## config.mk

```make
export PLATFORM = sky130hd
export DESIGN_NAME = crc_stage_buf
export DESIGN_NICKNAME = d
export VERILOG_FILES = /design/src/rtl/crc_stage_pkg.sv /design/src/rtl/stage_buf.sv /design/src/rtl/byte_fifo.sv /design/src/rtl/crc_stage_buf.sv
export SDC_FILE = /design/constraint.sdc
export NUM_CORES = 1
export LEC_CHECK = 0
export BUFFER_PORTS_ARGS = -buffer_cell sky130_fd_sc_hd__buf_2
export CORE_MARGIN = 2
export CORE_UTILIZATION = 48
export CTS_CLUSTER_DIAMETER = 50
export CTS_CLUSTER_SIZE = 40
export DETAILED_ROUTE_END_ITERATION = 7
export SLEW_MARGIN = 25
export SYNTH_ARGS = -nofsm -noshare
export SYNTH_HDL_FRONTEND = slang
export SYNTH_SLANG_ARGS = --single-unit
```

## constraint.sdc

```tcl
create_clock -name clk_i -period 5.1 [get_ports clk_i]
set_clock_uncertainty 0.2 [all_clocks]
set_input_delay 0.51 -clock clk_i [delete_from_list [all_inputs] [get_ports clk_i]]
set_output_delay 0.51 -clock clk_i [all_outputs]
set_load 0.05 [all_outputs]
```

## src/rtl/crc_stage_pkg.sv

```systemverilog
package crc_stage_pkg;
  typedef enum logic [1:0] {
    ST_COLLECT = 2'd0,
    ST_CHECK   = 2'd1,
    ST_DRAIN   = 2'd2
  } stage_state_e;
endpackage

```

## src/rtl/stage_buf.sv

```systemverilog
// Staging store with single-cycle rewind of the write pointer to the read pointer.
module stage_buf #(
  parameter  int DEPTH = 16,
  localparam int AW    = $clog2(DEPTH),
  localparam int CW    = AW + 1
) (
  input  logic          clk_i,
  input  logic          rst_ni,
  input  logic          wr_en_i,
  input  logic [7:0]    wr_data_i,
  input  logic          rewind_i,
  input  logic          rd_en_i,
  output logic [7:0]    rd_data_o,
  output logic          empty_o,
  output logic          full_o,
  output logic [CW-1:0] count_o
);
  logic [7:0]    mem_q [DEPTH];
  logic [CW-1:0] wr_q, rd_q;
  logic [AW-1:0] wr_addr;

  // a write that coincides with a rewind lands at the read pointer
  assign wr_addr = rewind_i ? rd_q[AW-1:0] : wr_q[AW-1:0];

  always_ff @(posedge clk_i or negedge rst_ni) begin
    if (!rst_ni) begin
      wr_q <= '0;
      rd_q <= '0;
    end else begin
      if (rewind_i)     wr_q <= rd_q + CW'(wr_en_i);
      else if (wr_en_i) wr_q <= wr_q + 1'b1;
      if (rd_en_i)      rd_q <= rd_q + 1'b1;
    end
  end

  always_ff @(posedge clk_i) begin
    if (wr_en_i) mem_q[wr_addr] <= wr_data_i;
  end

  assign rd_data_o = mem_q[rd_q[AW-1:0]];
  assign count_o   = wr_q - rd_q;
  assign empty_o   = (count_o == '0);
  assign full_o    = (count_o == CW'(DEPTH));

  a_r11_stage_bound: assert property (@(posedge clk_i) disable iff (!rst_ni)
    count_o <= CW'(DEPTH));
  a_r4_rewind_clears: assert property (@(posedge clk_i) disable iff (!rst_ni)
    (rewind_i && !wr_en_i && !rd_en_i) |=> empty_o);
endmodule

```

## src/rtl/byte_fifo.sv

```systemverilog
// First-word-fall-through byte queue; pops on empty are ignored.
module byte_fifo #(
  parameter  int DEPTH = 32,
  localparam int AW    = $clog2(DEPTH),
  localparam int LW    = AW + 1
) (
  input  logic          clk_i,
  input  logic          rst_ni,
  input  logic          push_i,
  input  logic [7:0]    data_i,
  input  logic          pop_i,
  output logic [7:0]    data_o,
  output logic          empty_o,
  output logic          full_o,
  output logic [LW-1:0] level_o
);
  logic [7:0]    mem_q [DEPTH];
  logic [LW-1:0] wr_q, rd_q;
  logic          pop_ok;

  assign pop_ok = pop_i && !empty_o;

  always_ff @(posedge clk_i or negedge rst_ni) begin
    if (!rst_ni) begin
      wr_q <= '0;
      rd_q <= '0;
    end else begin
      if (push_i) wr_q <= wr_q + 1'b1;
      if (pop_ok) rd_q <= rd_q + 1'b1;
    end
  end

  always_ff @(posedge clk_i) begin
    if (push_i) mem_q[wr_q[AW-1:0]] <= data_i;
  end

  assign data_o  = mem_q[rd_q[AW-1:0]];
  assign level_o = wr_q - rd_q;
  assign empty_o = (level_o == '0);
  assign full_o  = (level_o == LW'(DEPTH));

  a_r6_no_overflow: assert property (@(posedge clk_i) disable iff (!rst_ni)
    push_i |-> !full_o);
endmodule

```

## src/rtl/crc_stage_buf.sv

```systemverilog
module crc_stage_buf
  import crc_stage_pkg::*;
#(
  parameter int STAGE_DEPTH = 16,
  parameter int PC_DEPTH    = 32,
  parameter int NP_DEPTH    = 16,
  parameter int HDR_BYTES   = 4,
  parameter int MAX_PAYLOAD = 8
) (
  input  logic       clk_i,
  input  logic       rst_ni,
  input  logic       in_valid_i,
  input  logic [7:0] in_data_i,
  input  logic       in_sot_i,
  input  logic       in_eot_i,
  input  logic       in_posted_i,
  input  logic       crc_err_i,
  output logic       in_ready_o,
  input  logic       pc_pop_i,
  output logic [7:0] pc_data_o,
  output logic       pc_empty_o,
  output logic       pc_free_o,
  input  logic       np_pop_i,
  output logic [7:0] np_data_o,
  output logic       np_empty_o,
  output logic       np_free_o
);
  localparam int SCW     = $clog2(STAGE_DEPTH) + 1;
  localparam int PLW     = $clog2(PC_DEPTH) + 1;
  localparam int NLW     = $clog2(NP_DEPTH) + 1;
  localparam int PC_NEED = MAX_PAYLOAD + HDR_BYTES + 1;
  localparam int NP_NEED = HDR_BYTES + 1;

  stage_state_e   state_q;
  logic           active_q, posted_q;
  logic           accept, st_wr, st_rewind, st_rd;
  logic           st_empty, st_full;
  logic [7:0]     st_data;
  logic [SCW-1:0] st_count;
  logic           pc_push, np_push, pc_full, np_full, tgt_full, move;
  logic [PLW-1:0] pc_level;
  logic [NLW-1:0] np_level;

  assign in_ready_o = (state_q == ST_COLLECT) && !st_full;
  assign accept     = in_valid_i && in_ready_o;
  assign st_wr      = accept && (in_sot_i || active_q);
  assign st_rewind  = (accept && in_sot_i) || ((state_q == ST_CHECK) && crc_err_i);
  assign tgt_full   = posted_q ? pc_full : np_full;
  assign move       = (state_q == ST_DRAIN) && !st_empty && !tgt_full;
  assign st_rd      = move;
  assign pc_push    = move && posted_q;
  assign np_push    = move && !posted_q;

  always_ff @(posedge clk_i or negedge rst_ni) begin
    if (!rst_ni) begin
      state_q  <= ST_COLLECT;
      active_q <= 1'b0;
      posted_q <= 1'b0;
    end else begin
      unique case (state_q)
        ST_COLLECT: begin
          if (st_wr) active_q <= !in_eot_i;
          if (st_wr && in_eot_i) begin
            posted_q <= in_posted_i;
            state_q  <= ST_CHECK;
          end
        end
        ST_CHECK: state_q <= crc_err_i ? ST_COLLECT : ST_DRAIN;
        ST_DRAIN: if (move && st_count == SCW'(1)) state_q <= ST_COLLECT;
        default:  state_q <= ST_COLLECT;
      endcase
    end
  end

  stage_buf #(.DEPTH(STAGE_DEPTH)) i_stage (
    .clk_i, .rst_ni,
    .wr_en_i  (st_wr),
    .wr_data_i(in_data_i),
    .rewind_i (st_rewind),
    .rd_en_i  (st_rd),
    .rd_data_o(st_data),
    .empty_o  (st_empty),
    .full_o   (st_full),
    .count_o  (st_count)
  );

  byte_fifo #(.DEPTH(PC_DEPTH)) i_pc_q (
    .clk_i, .rst_ni,
    .push_i (pc_push),
    .data_i (st_data),
    .pop_i  (pc_pop_i),
    .data_o (pc_data_o),
    .empty_o(pc_empty_o),
    .full_o (pc_full),
    .level_o(pc_level)
  );

  byte_fifo #(.DEPTH(NP_DEPTH)) i_np_q (
    .clk_i, .rst_ni,
    .push_i (np_push),
    .data_i (st_data),
    .pop_i  (np_pop_i),
    .data_o (np_data_o),
    .empty_o(np_empty_o),
    .full_o (np_full),
    .level_o(np_level)
  );

  // free flags sized for a worst-case transaction of each class
  assign pc_free_o = (PLW'(PC_DEPTH) - pc_level) >= PLW'(PC_NEED);
  assign np_free_o = (NLW'(NP_DEPTH) - np_level) >= NLW'(NP_NEED);

  a_r5_ready_low_after_eot: assert property (@(posedge clk_i) disable iff (!rst_ni)
    (st_wr && in_eot_i) |=> !in_ready_o);
  a_r4_drop_no_push: assert property (@(posedge clk_i) disable iff (!rst_ni)
    ((state_q == ST_CHECK) && crc_err_i) |=> (!pc_push && !np_push && st_empty));
  a_r2_single_target: assert property (@(posedge clk_i) disable iff (!rst_ni)
    $onehot0({pc_push, np_push}));
  a_r6_stall_full: assert property (@(posedge clk_i) disable iff (!rst_ni)
    ((state_q == ST_DRAIN) && tgt_full) |=> $stable(st_count));
endmodule

```

==> results.rst <==
.. list-table::
   :header-rows: 1

   * - Metric
     - Value
   * - Outcome
     - finished, violations left
   * - Failing checks
     - DRC
   * - Final WL
     - 47000 um
   * - Placed insts
     - 1820
   * - Floorplan core area
     - 46700 um^2
   * - Category of the critical setup timing path
     - flop to primary output
   * - Wire length per cell after detailed routing
     - 24.6 um
   * - Congestion Overflow GR
     - 0
   * - Power density cells
     - 666 nW/um^2
   * - Power share of the sequential group
     - 38.6%
   * - Max-slew headroom at the worst pin
     - around 32%
   * - Ratio of routed vias to standard cells
     - slightly below 6
   * - Row Count
     - approximately 80
   * - Placer's final routability congestion estimate
     - approximately 0.8
   * - Net count of the finished layout
     - 1317
   * - Mean instance size in the synthesized netlist
     - 19.4 um^2
   * - CP max FO
     - 26
   * - Sum of net half-perimeters after detailed placement
     - 28900 um
   * - Number of global-route vias before repair
     - 11400
   * - Series of cell instances along the critical path
     - ha_1 -> fa_1 -> nand2b_1 -> o2bb2ai_1 -> mux2_2 -> o211ai_1 -> buf_4 -> o41a_1 -> buf_2
   * - H-tree depth
     - 2
   * - Share of layout cells above drive strength 1
     - just under 30%
   * - Antenna fix cells
     - 0
   * - Critical Path Sink Type
     - primary output
   * - Largest incremental delay on the critical path
     - 0.70 ns
   * - Type of the most critical hold path
     - primary input to flop
   * - Synthesized instance count
     - about 1200
   * - Startpoint types
     - flop
   * - Synthesis warning total
     - 0
   * - Via count
     - 11100
   * - Cell chosen for the clock root
     - clkbuf_16
   * - Worst setup slack after placement
     - just under 1 ns
   * - Clock-pin slew of the registers on the worst-case setup and hold paths
     - roughly 0.070 ns
   * - Iteration-0 DRC count of the detailed router
     - between 900 and 1000
   * - Fraction of synthesis flops using an asynchronous set or reset pin
     - 6.57%
   * - Reported leakage power
     - roughly 8.5 nW
   * - Tcrit/Tclk final
     - around 85%
   * - Syn_nets
     - 1220
   * - End-of-flow core utilization
     - 55.1%
   * - Unrepaired setup endpoints after global routing
     - no
   * - Worst-skew pair later-pin latency
     - between 0.5 and 0.6 ns
   * - Design area
     - 25700 um^2
   * - Maximum root-to-sink buffer count
     - 3
   * - CP max-delay cell
     - dfrtp_4
   * - Count of max-cap constraint violations
     - 0
   * - Number of filler cells placed in the layout
     - 3646
   * - Final hold vios
     - 0
   * - Netlist area before placement
     - 22700 um^2
   * - Sum of internal, switching and leakage power
     - 17.1 mW
   * - Actual transition at the worst max-transition pin
     - 1.02 ns
   * - Post-synthesis sequential element count
     - 548
   * - Crit path arrival time
     - 3.63 ns
   * - CTS buffer count
     - 49
   * - Number of setup violations in the final report
     - 0
   * - Die boundary width
     - 221 um
   * - Primary flip-flop cell chosen by synthesis mapping
     - edfxtp_1
   * - Worst Path Buf+Inv
     - 2
   * - Count of pins on the block boundary
     - 38
   * - Worst-case hold slack
     - between 0.02 and 0.03 ns
   * - Initial antenna violation count
     - 0
   * - Count of different cell masters after synthesis
     - 58
   * - TritonCTS clock tree
     - done
   * - Sequential fraction of the synthesis area
     - 71.7%
   * - Die Span Y
     - 221 um
   * - Largest voltage drop on the vdd net
     - 0.719 mV
   * - Commonest cells after routing, fill and taps aside
     - edfxtp_1 (512), mux4_2 (152), buf_4 (70)
   * - Required time of the worst setup path
     - 4.39 ns
   * - Layout Cells excl Fill
     - 1914
   * - Clock sink count
     - 548
   * - Area added between synthesis and finish
     - 13.2%
   * - First-pass iteration count of the detailed router
     - 6
   * - Number of slew-limit violations in the final report
     - 0
   * - Pin count of the biggest net entering global routing
     - 68
   * - Starting density of the core
     - ~49%
   * - Post-route minimum period
     - about 4.3 ns
   * - Kind of cell adding the most delay to the critical path
     - adder cells
   * - Power share of the clock group
     - 22.7%
   * - Highest achievable clock rate
     - 0.230 GHz
   * - Final worst setup slack
     - 0.757 ns
   * - Standard cell area after detailed placement
     - 23900 um^2
   * - Comb power frac
     - 38.7%
   * - Setup total negative slack
     - 0 ns
   * - Switching power
     - 6.42 mW
   * - Switching share of total power
     - ~38%
   * - Number of nets with antenna violations after detailed routing
     - 0
   * - Post-CTS Resized
     - 0
   * - Total die area
     - 49000 um^2
   * - Global-route wire length before repair
     - slightly above 70000 um
   * - Count of buffers from port buffering
     - 37
   * - Final routed DRC violation total
     - 2
   * - Internal
     - 10.7 mW
   * - Most common cell after layout, fill and taps aside
     - edfxtp_1
   * - EDFF count, synth
     - 512
   * - Global-route usage over all layers
     - 19.6%
sequential cells by signal (all words and copies together) (netlist names):
name           cells
i_stage.mem_q    128
i_np_q.wr_q        5
i_pc_q.mem_q     256
i_np_q.rd_q        5
posted_q           1
i_pc_q.wr_q        6
i_np_q.mem_q     128
i_stage.rd_q       5
i_stage.wr_q       5
state_q            2
i_pc_q.rd_q        6
active_q           1
worst reg2reg max path, delay by kind of cell, from the launching register on:
| kind | cells | cell delay (ns) |
|---|---|---|
| DFF | 1 | 0.51 |
| buffers and inverters | 1 | 0.14 |
| and+or+nand+nor | 1 | 0.16 |
| muxes | 1 | 0.22 |
| AOI/OAI and AO/OA | 4 | 1.81 |
| adders and majority gates | 2 | 0.69 |
final timing paths:
path,startpoint,end,slack [ns],depth (start not counted)
max,i_pc_q.rd_q[0],pc_free_o,0.76,9
min,in_posted_i,posted_q,0.03,3
min in group asynchronous,rst_ni,i_stage.rd_q[0],0.40,2
min reg2reg,i_np_q.wr_q[4],i_np_q.wr_q[4],0.30,1
max in group asynchronous,rst_ni,i_pc_q.rd_q[0],3.60,2
max reg2reg,i_stage.wr_q[0],i_stage.mem_q[12][7],1.02,9
final cells by class:
| type | instances | area, um^2 | area share (%) |
|---|---|---|---|
| clock buffers | 53 | 1280 | 5.00 |
| inverters | 30 | 113 | 0.438 |
| multi-input cells | 528 | 6060 | 23.6 |
| clock inverters | 39 | 453 | 1.76 |
| well taps | 607 | 759 | 2.96 |
| repair buffers | 109 | 731 | 2.84 |
| flip-flops and latches | 548 | 16300 | 63.4 |
cell usage after synthesis (all sizes together), types with 2 or more instances:
library cell    n  area share, %
a21boi          2          0.083
a21o            3          0.099
a21oi          27           0.60
a31oi           4           0.11
and2            4           0.11
and3            4           0.11
buf            28           0.58
clkbuf         35           0.58
dfrtp          36            4.0
edfxtp        512             68
fa              3           0.26
ha             31            1.7
inv            30           0.50
mux2            6           0.30
mux2i           4           0.25
mux4          160             16
nand2          51           0.84
nand2b          9           0.28
nand3          20           0.44
nand3b          4           0.13
nand4           9           0.36
nor2           63            1.0
nor2b           3          0.083
nor3           17           0.37
nor4            6           0.17
o2111ai         3           0.12
o211ai          4           0.13
o21ai          25           0.55
o2bb2ai         2          0.077
or2             2          0.055
or3             4           0.11
or4             8           0.26
xnor2          26            1.0
xor2           11           0.42
routing by layer:
| metal | share of wire, % | global-route usage, % | vias up |
|---|---|---|---|
| met4 | 1.9 | 5.19 | 0 |
| li1 | - | - | 4937 |
| met3 | 4.1 | 2.68 | 55 |
| met1 | 45 | 28.6 | 5859 |
| met5 | 0 | 0 | - |
| met2 | 49 | 31.6 | 238 |
cells by family (layout without fill, tap and decap cells):
group,after synthesis,in the layout,synth area share [%]
buffers and inverters,93,231,1.65
AND/OR/NAND/NOR,207,207,4.49
flip-flops,548,548,71.7
XOR/XNOR,37,37,1.43
AO/OA/AOI/OAI,80,80,2.32
adder cells (fa/ha/maj),34,34,1.97
multiplexers,170,170,16.4
power by group through the flow:
stage                     Clock, mW  Sequential [mW]  Combinational, mW
after global routing           4.13             6.66               7.19
final                          3.88             6.60               6.62
after global placement            0             6.71               6.63
after detailed placement          0             6.73               6.72
after CTS                      3.97             6.63               6.73
after floorplan                   0             6.47               4.85
timing repair:
| action | 4_1_cts | 5_1_grt |
|---|---|---|
| hold buffers | 2 | 0 |
| setup endpoints to repair | 0 | 0 |
| setup buffers | 0 | 0 |
| hold endpoints to repair | 37 | 0 |
No activity file was read; power rests on OpenSTA's default activity.
